## config.mk

```make
export PLATFORM = sky130hd
export DESIGN_NAME = cpu_wait_gate
export DESIGN_NICKNAME = d
export VERILOG_FILES = /design/src/rtl/wgc_pkg.sv /design/src/rtl/wgc_rst_sync.sv /design/src/rtl/wgc_wake_detect.sv /design/src/rtl/wgc_fsm.sv /design/src/rtl/wgc_outputs.sv /design/src/rtl/cpu_wait_gate.sv
export SDC_FILE = /design/constraint.sdc
export NUM_CORES = 1
export LEC_CHECK = 0
export BUFFER_PORTS_ARGS = -buffer_cell sky130_fd_sc_hd__buf_2
export CAP_MARGIN = 5
export CORE_AREA = 3 3 40 42
export DETAILED_ROUTE_END_ITERATION = 7
export DIE_AREA = 0 0 43 45
export HOLD_SLACK_MARGIN = 0.12
export MAX_ROUTING_LAYER = met4
export SYNTH_ARGS = -nofsm -noshare
export SYNTH_HDL_FRONTEND = slang
export SYNTH_HIERARCHICAL = 1
export SYNTH_SLANG_ARGS = --single-unit
```

## constraint.sdc

```tcl
create_clock -name clk -period 0.8 [get_ports clk]
set_clock_uncertainty 0.1 [all_clocks]
set_input_delay 0.04 -clock clk [delete_from_list [all_inputs] [get_ports clk]]
set_output_delay 0.04 -clock clk [all_outputs]
set_load 0.02 [all_outputs]
```

## src/rtl/wgc_pkg.sv

```systemverilog
package wgc_pkg;
  typedef enum logic [0:0] {
    WG_RUN  = 1'b0,
    WG_IDLE = 1'b1
  } wg_state_e;
endpackage

```

## src/rtl/wgc_rst_sync.sv

```systemverilog
// Asserts reset at once and releases it after STAGES clock edges.
module wgc_rst_sync #(
  parameter int STAGES = 2
) (
  input  logic clk,
  input  logic rst_n,
  output logic rst_sync_n
);
  logic [STAGES-1:0] sync_q;

  always_ff @(posedge clk or negedge rst_n) begin
    if (!rst_n) sync_q <= '0;
    else        sync_q <= {sync_q[STAGES-2:0], 1'b1};
  end

  assign rst_sync_n = sync_q[STAGES-1];
endmodule

```

## src/rtl/wgc_wake_detect.sv

```systemverilog
// Combines the request and enable bits of every interrupt line into one wake flag.
module wgc_wake_detect #(
  parameter int N_IRQ = 4
) (
  input  logic [N_IRQ-1:0] irq_req,
  input  logic [N_IRQ-1:0] irq_en,
  output logic             wake
);
  logic [N_IRQ-1:0] line_hit;

  for (genvar i = 0; i < N_IRQ; i++) begin : g_line
    assign line_hit[i] = irq_req[i] & irq_en[i];
  end

  assign wake = |line_hit;
endmodule

```

## src/rtl/wgc_fsm.sv

```systemverilog
// Two-state controller; produces one-cycle entry and exit events.
module wgc_fsm
  import wgc_pkg::*;
(
  input  logic clk,
  input  logic rst_n,
  input  logic wait_stb,
  input  logic wake,
  output logic enter,
  output logic leave
);
  wg_state_e state_q, state_d;

  always_comb begin
    state_d = state_q;
    enter   = 1'b0;
    leave   = 1'b0;
    unique case (state_q)
      WG_RUN: begin
        if (wait_stb) begin
          state_d = WG_IDLE;
          enter   = 1'b1;
        end
      end
      WG_IDLE: begin
        if (wake) begin
          state_d = WG_RUN;
          leave   = 1'b1;
        end
      end
      default: state_d = WG_RUN;
    endcase
  end

  always_ff @(posedge clk or negedge rst_n) begin
    if (!rst_n) state_q <= WG_RUN;
    else        state_q <= state_d;
  end
endmodule

```

## src/rtl/wgc_outputs.sv

```systemverilog
// Output registers: clock enables, pulses and the wait indicator.
module wgc_outputs (
  input  logic clk,
  input  logic rst_n,
  input  logic enter,
  input  logic leave,
  output logic cpu_clk_en,
  output logic per_clk_en,
  output logic mask_clr,
  output logic stack_start,
  output logic in_wait
);
  logic cpu_en_d, per_en_d, mask_d, stack_d, wait_d;

  always_comb begin
    cpu_en_d = cpu_clk_en;
    wait_d   = in_wait;
    if (enter) begin
      cpu_en_d = 1'b0;
      wait_d   = 1'b1;
    end
    if (leave) begin
      cpu_en_d = 1'b1;
      wait_d   = 1'b0;
    end
    per_en_d = 1'b1;
    mask_d   = enter;
    stack_d  = leave;
  end

  always_ff @(posedge clk or negedge rst_n) begin
    if (!rst_n) begin
      cpu_clk_en  <= 1'b1;
      per_clk_en  <= 1'b1;
      mask_clr    <= 1'b0;
      stack_start <= 1'b0;
      in_wait     <= 1'b0;
    end else begin
      cpu_clk_en  <= cpu_en_d;
      per_clk_en  <= per_en_d;
      mask_clr    <= mask_d;
      stack_start <= stack_d;
      in_wait     <= wait_d;
    end
  end
endmodule

```

## src/rtl/cpu_wait_gate.sv

```systemverilog
module cpu_wait_gate #(
  parameter int N_IRQ       = 4,
  parameter int SYNC_STAGES = 2
) (
  input  logic             clk,
  input  logic             rst_n,
  input  logic             wait_stb,
  input  logic [N_IRQ-1:0] irq_req,
  input  logic [N_IRQ-1:0] irq_en,
  output logic             cpu_clk_en,
  output logic             per_clk_en,
  output logic             mask_clr,
  output logic             stack_start,
  output logic             in_wait
);
  logic rst_int_n, wake, enter, leave;

  wgc_rst_sync #(.STAGES(SYNC_STAGES)) u_rst (
    .clk(clk), .rst_n(rst_n), .rst_sync_n(rst_int_n)
  );

  wgc_wake_detect #(.N_IRQ(N_IRQ)) u_wake (
    .irq_req(irq_req), .irq_en(irq_en), .wake(wake)
  );

  wgc_fsm u_fsm (
    .clk(clk), .rst_n(rst_int_n), .wait_stb(wait_stb), .wake(wake),
    .enter(enter), .leave(leave)
  );

  wgc_outputs u_out (
    .clk(clk), .rst_n(rst_int_n), .enter(enter), .leave(leave),
    .cpu_clk_en(cpu_clk_en), .per_clk_en(per_clk_en), .mask_clr(mask_clr),
    .stack_start(stack_start), .in_wait(in_wait)
  );
endmodule

```

==> results of run 1 <==
Yosys cell counts, drive strengths merged:
master / n
inv: 2
buf: 1
dfrtp: 6
nor2b: 1
and2: 1
a21o: 2
conb: 2
nand2: 1
nor2: 2
a22oi: 2
dfstp: 1
path summary, 6_finish.rpt:
check | start | depth (start not counted) | to
max in group asynchronous | u_rst/sync_q[1] | 0 | u_out/cpu_clk_en
worst min-delay path | u_rst/sync_q[1] | 0 | u_out/stack_start
worst min register to register | u_rst/sync_q[1] | 0 | u_out/stack_start
worst max register to register | u_fsm/state_q | 3 | u_out/cpu_clk_en
worst max-delay path | u_out/cpu_clk_en | 1 | cpu_clk_en
min in group clk | wait_stb | 3 | u_out/mask_clr
layout make-up:
cell class	count	area, µm²
tap	15	18.8
sequential	7	176
fill	132	861
multi-input combinational	11	71.3
clock buffer	4	26.3
timing repair buffer	17	124
inverter	2	7.51
registers in the layout, indices dropped and copies added, names as in the netlist:
signal	cells
u_out/mask_clr	1
u_out/stack_start	1
u_fsm/state_q	1
u_out/in_wait	1
u_out/cpu_clk_en	1
u_rst/sync_q	2
timing repair:
action,in CTS,in global routing
setup buffers,2,0
resized for setup,9,3
setup endpoints to repair,8,9
pin swaps,2,1
endpoints found under the hold margin,11,11
routing by layer:
metal / track usage (%) / vias up / share of wire (%)
met2: 12.0 / 11 / 58
met1: 4.44 / 102 / 31
met3: 5.98 / 0 / 11
li1: - / 103 / -
met5: - / - / 0
met4: 1.81 / 0 / 0
power breakdown:
part           internal [mW]  switching (mW)
sequential             0.414          0.0363
combinational          0.150           0.105
clock                  0.190           0.117
cells by family after synthesis:
logic type | after synthesis
DFF | 7
and+or+nand+nor | 5
AOI/OAI and AO/OA | 4
other | 2
buffers and inverters | 3
==> flow_summary.toml, run 1 <==
[timing]
fin_crit_ns = 1.03
setup_slack_ns = -0.230
max_clock_freq_mhz = 970
finalSetupTns_ns = -0.788
maxSlewViolCount = 0
finalSetupViolations = 8
finalHoldViolations = 4
whs_ns = -0.0264
period_share_pct = 129
rsz0062_at_grt = "yes"

[detailed_routing]
wirelength_um = 445
antenna_left = 0
first_pass_iters = 4
wire_per_inst_um = 7.95
drc_errors = 0
vias_per_cell = 3.86
drt_iter0_drc = 6
vias = 216

[yosys]
netlist_area_um2 = 255
synth-simple-area-share_pct = 10.3
synth_top_family_by_area = "compound AO/OA/AOI/OAI gates"
yosysUniqueCellTypes = 11
synth-seq-cells = 7
yosys_warnings = 6
synth_mux_area_share_pct = 0
syn_inst = 21
synth-xor-area-share_pct = 0
synth_area_per_cell_um2 = 12.2
synth_nets = 32
yosysTopAreaCell = "dfrtp_1"
synth-adder-area-share_pct = 0
ys_seq_area_share_pct = 69.1
synth_area_leaders = "dfrtp_1 (59%), dfstp_2 (10%), a21o_1 (5.9%)"
synth-compound-area-share_pct = 11.8
synth_top_area_share_pct = 58.8

[clock_tree]
cts_root_buffer = "clkbuf_4"
tritoncts = "done"
htreeDepth = 1
cts-buffers-inserted = 3
ctsHoldBuffers = 1
clock-sinks = 7
max-clock-path-buffers = 2
clk_pin_slew_worst_paths_ns = 0.05
clock_latency_ns = 0.24

[global_route]
grt_pass1_vias = 223
grt_max_degree = 6
overflow = 0
antenna_found_initial = 0
grt_first_pass_wirelength_um = 841
track_usage_pct = 6.57

[floorplanning]
dieWidth_um = 43
die_h_um = 45
initial_utilization_pct = 19.9
core_area_mm2 = 0.00128
ios = 16
row_count = 13
die-area_mm2 = 0.00194

[setup_path]
slowest_delay_ns = 0.53
worstPathArrival_ns = 0.89
worst_setup_path_start_kind = "register"
rrSetupSlack_ns = -0.13
worstPathRequired_ns = 0.66
critPathTopFamily = "flip-flops"
worst-setup-path-type = "reg -> out"
crit_slowest_cell = "dfstp_2"
path_buf_inv = 1
end_kind = "output port"
worstPathCellList = "buf_6"
cp_max_fo = 2

[final_layout]
finalInstanceArea_um2 = 424
final_cell_mix = "buf_2 (10), dfrtp_1 (6), buf_6 (5), clkbuf_4 (3)"
synthToLayoutAreaGrowth_pct = 66.2
diodes = 0
layout.nets = 53
drive_gt1_share_pct = 56.1
post-route-util_pct = 33.0
final_common_cell = "buf_2"
instances_no_fill = 56

[power]
powerDensity_mw_per_mm2 = 2390
p_leak_nw = 0.232
peakVddDrop_uv = 934
power_mw = 1.01

[place]
placed_area_um2 = 337
dp.cells = 49
gp_congestion = 0.571
port_buffers = 14
pre_cts_ws_ns = -0.139
hpwl_um = 389

[outcome]
violations = "negative hold slack, negative setup slack"
outcome = "complete, but fails checks"

[worst_hold_path]
hp-class = "reg -> async"

[job]
drv_cap = 0
(Power assumes the default switching activity.)
==> inputs of run 2 (changes only) <==
- CELL_PAD_IN_SITES_DETAIL_PLACEMENT: not set -> 1
- CELL_PAD_IN_SITES_GLOBAL_PLACEMENT: not set -> 1
- PLACE_DENSITY_LB_ADDON: not set -> 0.1
==> flow_summary.toml, run 2 (synthesis gave the netlist of run 1 again) <==
[place]
hpwl_um = 444
dp.cells = 49
gp_congestion = 0.579
placed_area_um2 = 337
port_buffers = 14

[detailed_routing]
antenna_left = 0
wire_per_inst_um = 9.73
vias = 224
vias_per_cell = 4.07
wirelength_um = 535
first_pass_iters = 4
drt_iter0_drc = 6
drc_errors = 0

[setup_path]
cp_max_fo = 2
end_kind = "output port"
crit_slowest_cell = "dfstp_2"
worst-setup-path-type = "reg -> out"
worst_setup_path_start_kind = "register"
slowest_delay_ns = 0.54
worstPathRequired_ns = 0.66
critPathTopFamily = "flip-flops"
path_buf_inv = 1
worstPathCellList = "buf_6"
worstPathArrival_ns = 0.90

[global_route]
grt_first_pass_wirelength_um = 945
grt_max_degree = 6
track_usage_pct = 7.61
overflow = 0
grt_pass1_vias = 243
antenna_found_initial = 0

[timing]
setup_slack_ns = -0.237
rsz0062_at_grt = "yes"
maxSlewViolCount = 0
period_share_pct = 130
finalHoldViolations = 4
max_clock_freq_mhz = 964
fin_crit_ns = 1.04
finalSetupViolations = 8
whs_ns = -0.0271

[floorplanning]
row_count = 13
ios = 16
core_area_mm2 = 0.00128
die-area_mm2 = 0.00194
initial_utilization_pct = 19.9
dieWidth_um = 43
die_h_um = 45

[final_layout]
synthToLayoutAreaGrowth_pct = 63.2
finalInstanceArea_um2 = 417
drive_gt1_share_pct = 55.0
diodes = 0
fillers = 160
final_common_cell = "buf_2"
regMostFlops = "u_rst/sync_q"
layout.nets = 52
largest_reg_flops = 2
instances_no_fill = 55
final_cell_mix = "buf_2 (10), dfrtp_1 (6), buf_6 (5), clkbuf_4 (3)"

[power]
p_sw_share_pct = 26.7
clkPwrFrac_pct = 31.2
internal_power_mw = 0.739
powerDensity_mw_per_mm2 = 2420
combPwrFrac_pct = 24.0
power_switching_mw = 0.270
peakVddDrop_uv = 901
p_leak_nw = 0.227
p_seq_share_pct = 44.8

[clock_tree]
ctsHoldBuffers = 1
clock-sinks = 7
htreeDepth = 1
max-clock-path-buffers = 2
cts_root_buffer = "clkbuf_4"
clk_pin_slew_worst_paths_ns = 0.05
cts-buffers-inserted = 3
clock_latency_ns = 0.25
tritoncts = "done"

[worst_hold_path]
hp-class = "reg -> async"

[job]
drv_cap = 0

[outcome]
outcome = "complete, but fails checks"
violations = "negative hold slack, negative setup slack"
-- run 2: what timing repair did --
action / CTS / global route
hold endpoints to repair: 9 / 10
setup endpoints to repair: 8 / 8
gates resized for setup: 9 / 3
setup buffers: 1 / 0
pin swaps: 2 / 1
-- run 2: layout make-up --
type / count / area (µm²) / share of cell area, %
multi-input cells: 11 / 71.3 / 17.1
well taps: 15 / 18.8 / 4.50
flip-flops and latches: 7 / 176 / 42.3
repair buffers: 16 / 116 / 27.9
inverters: 2 / 7.51 / 1.80
clock buffers: 4 / 26.3 / 6.31
-- run 2: metal layers --
layer	global-route usage, %	up-vias	wire length [µm]
met1	6.67	106	170
met4	5.42	0	0
met2	11.1	18	280
met5	-	-	0
met3	5.98	0	84
li1	-	100	-
-- run 2: per-stage QoR --
| step | util, % | power, mW | worst slack, ns | TNS [ns] |
|---|---|---|---|---|
| final | 32.4 | 1.01 | -0.237 | -0.849 |
| after floorplan | - | 0.549 | -0.0857 | -0.121 |
| after detailed placement | 26.2 | 0.625 | -0.140 | -0.294 |
| after global placement | 26.2 | 0.616 | -0.104 | -0.169 |
| after global routing | 32.4 | 1.09 | -0.268 | -1.20 |
| after CTS | 31.7 | 1.02 | -0.247 | -0.934 |
-- run 2: final timing paths --
check / slack, ns / cells after the start / end / from
min in group clk: 0.06 / 3 / u_out/mask_clr / wait_stb
max reg2reg: -0.14 / 3 / u_out/cpu_clk_en / u_fsm/state_q
min reg2reg: -0.03 / 0 / u_out/mask_clr / u_rst/sync_q[1]
min: -0.03 / 0 / u_out/mask_clr / u_rst/sync_q[1]
max in group asynchronous: 0.39 / 0 / u_out/cpu_clk_en / u_rst/sync_q[1]
max: -0.24 / 1 / cpu_clk_en / u_out/cpu_clk_en
-- run 2: power groups by stage --
stage	logic (mW)	clock network, mW	registers, mW
after floorplan	0.0577	0	0.492
after global placement	0.172	0	0.444
after detailed placement	0.177	0	0.448
after CTS	0.236	0.333	0.452
after global routing	0.258	0.373	0.459
final	0.242	0.315	0.452
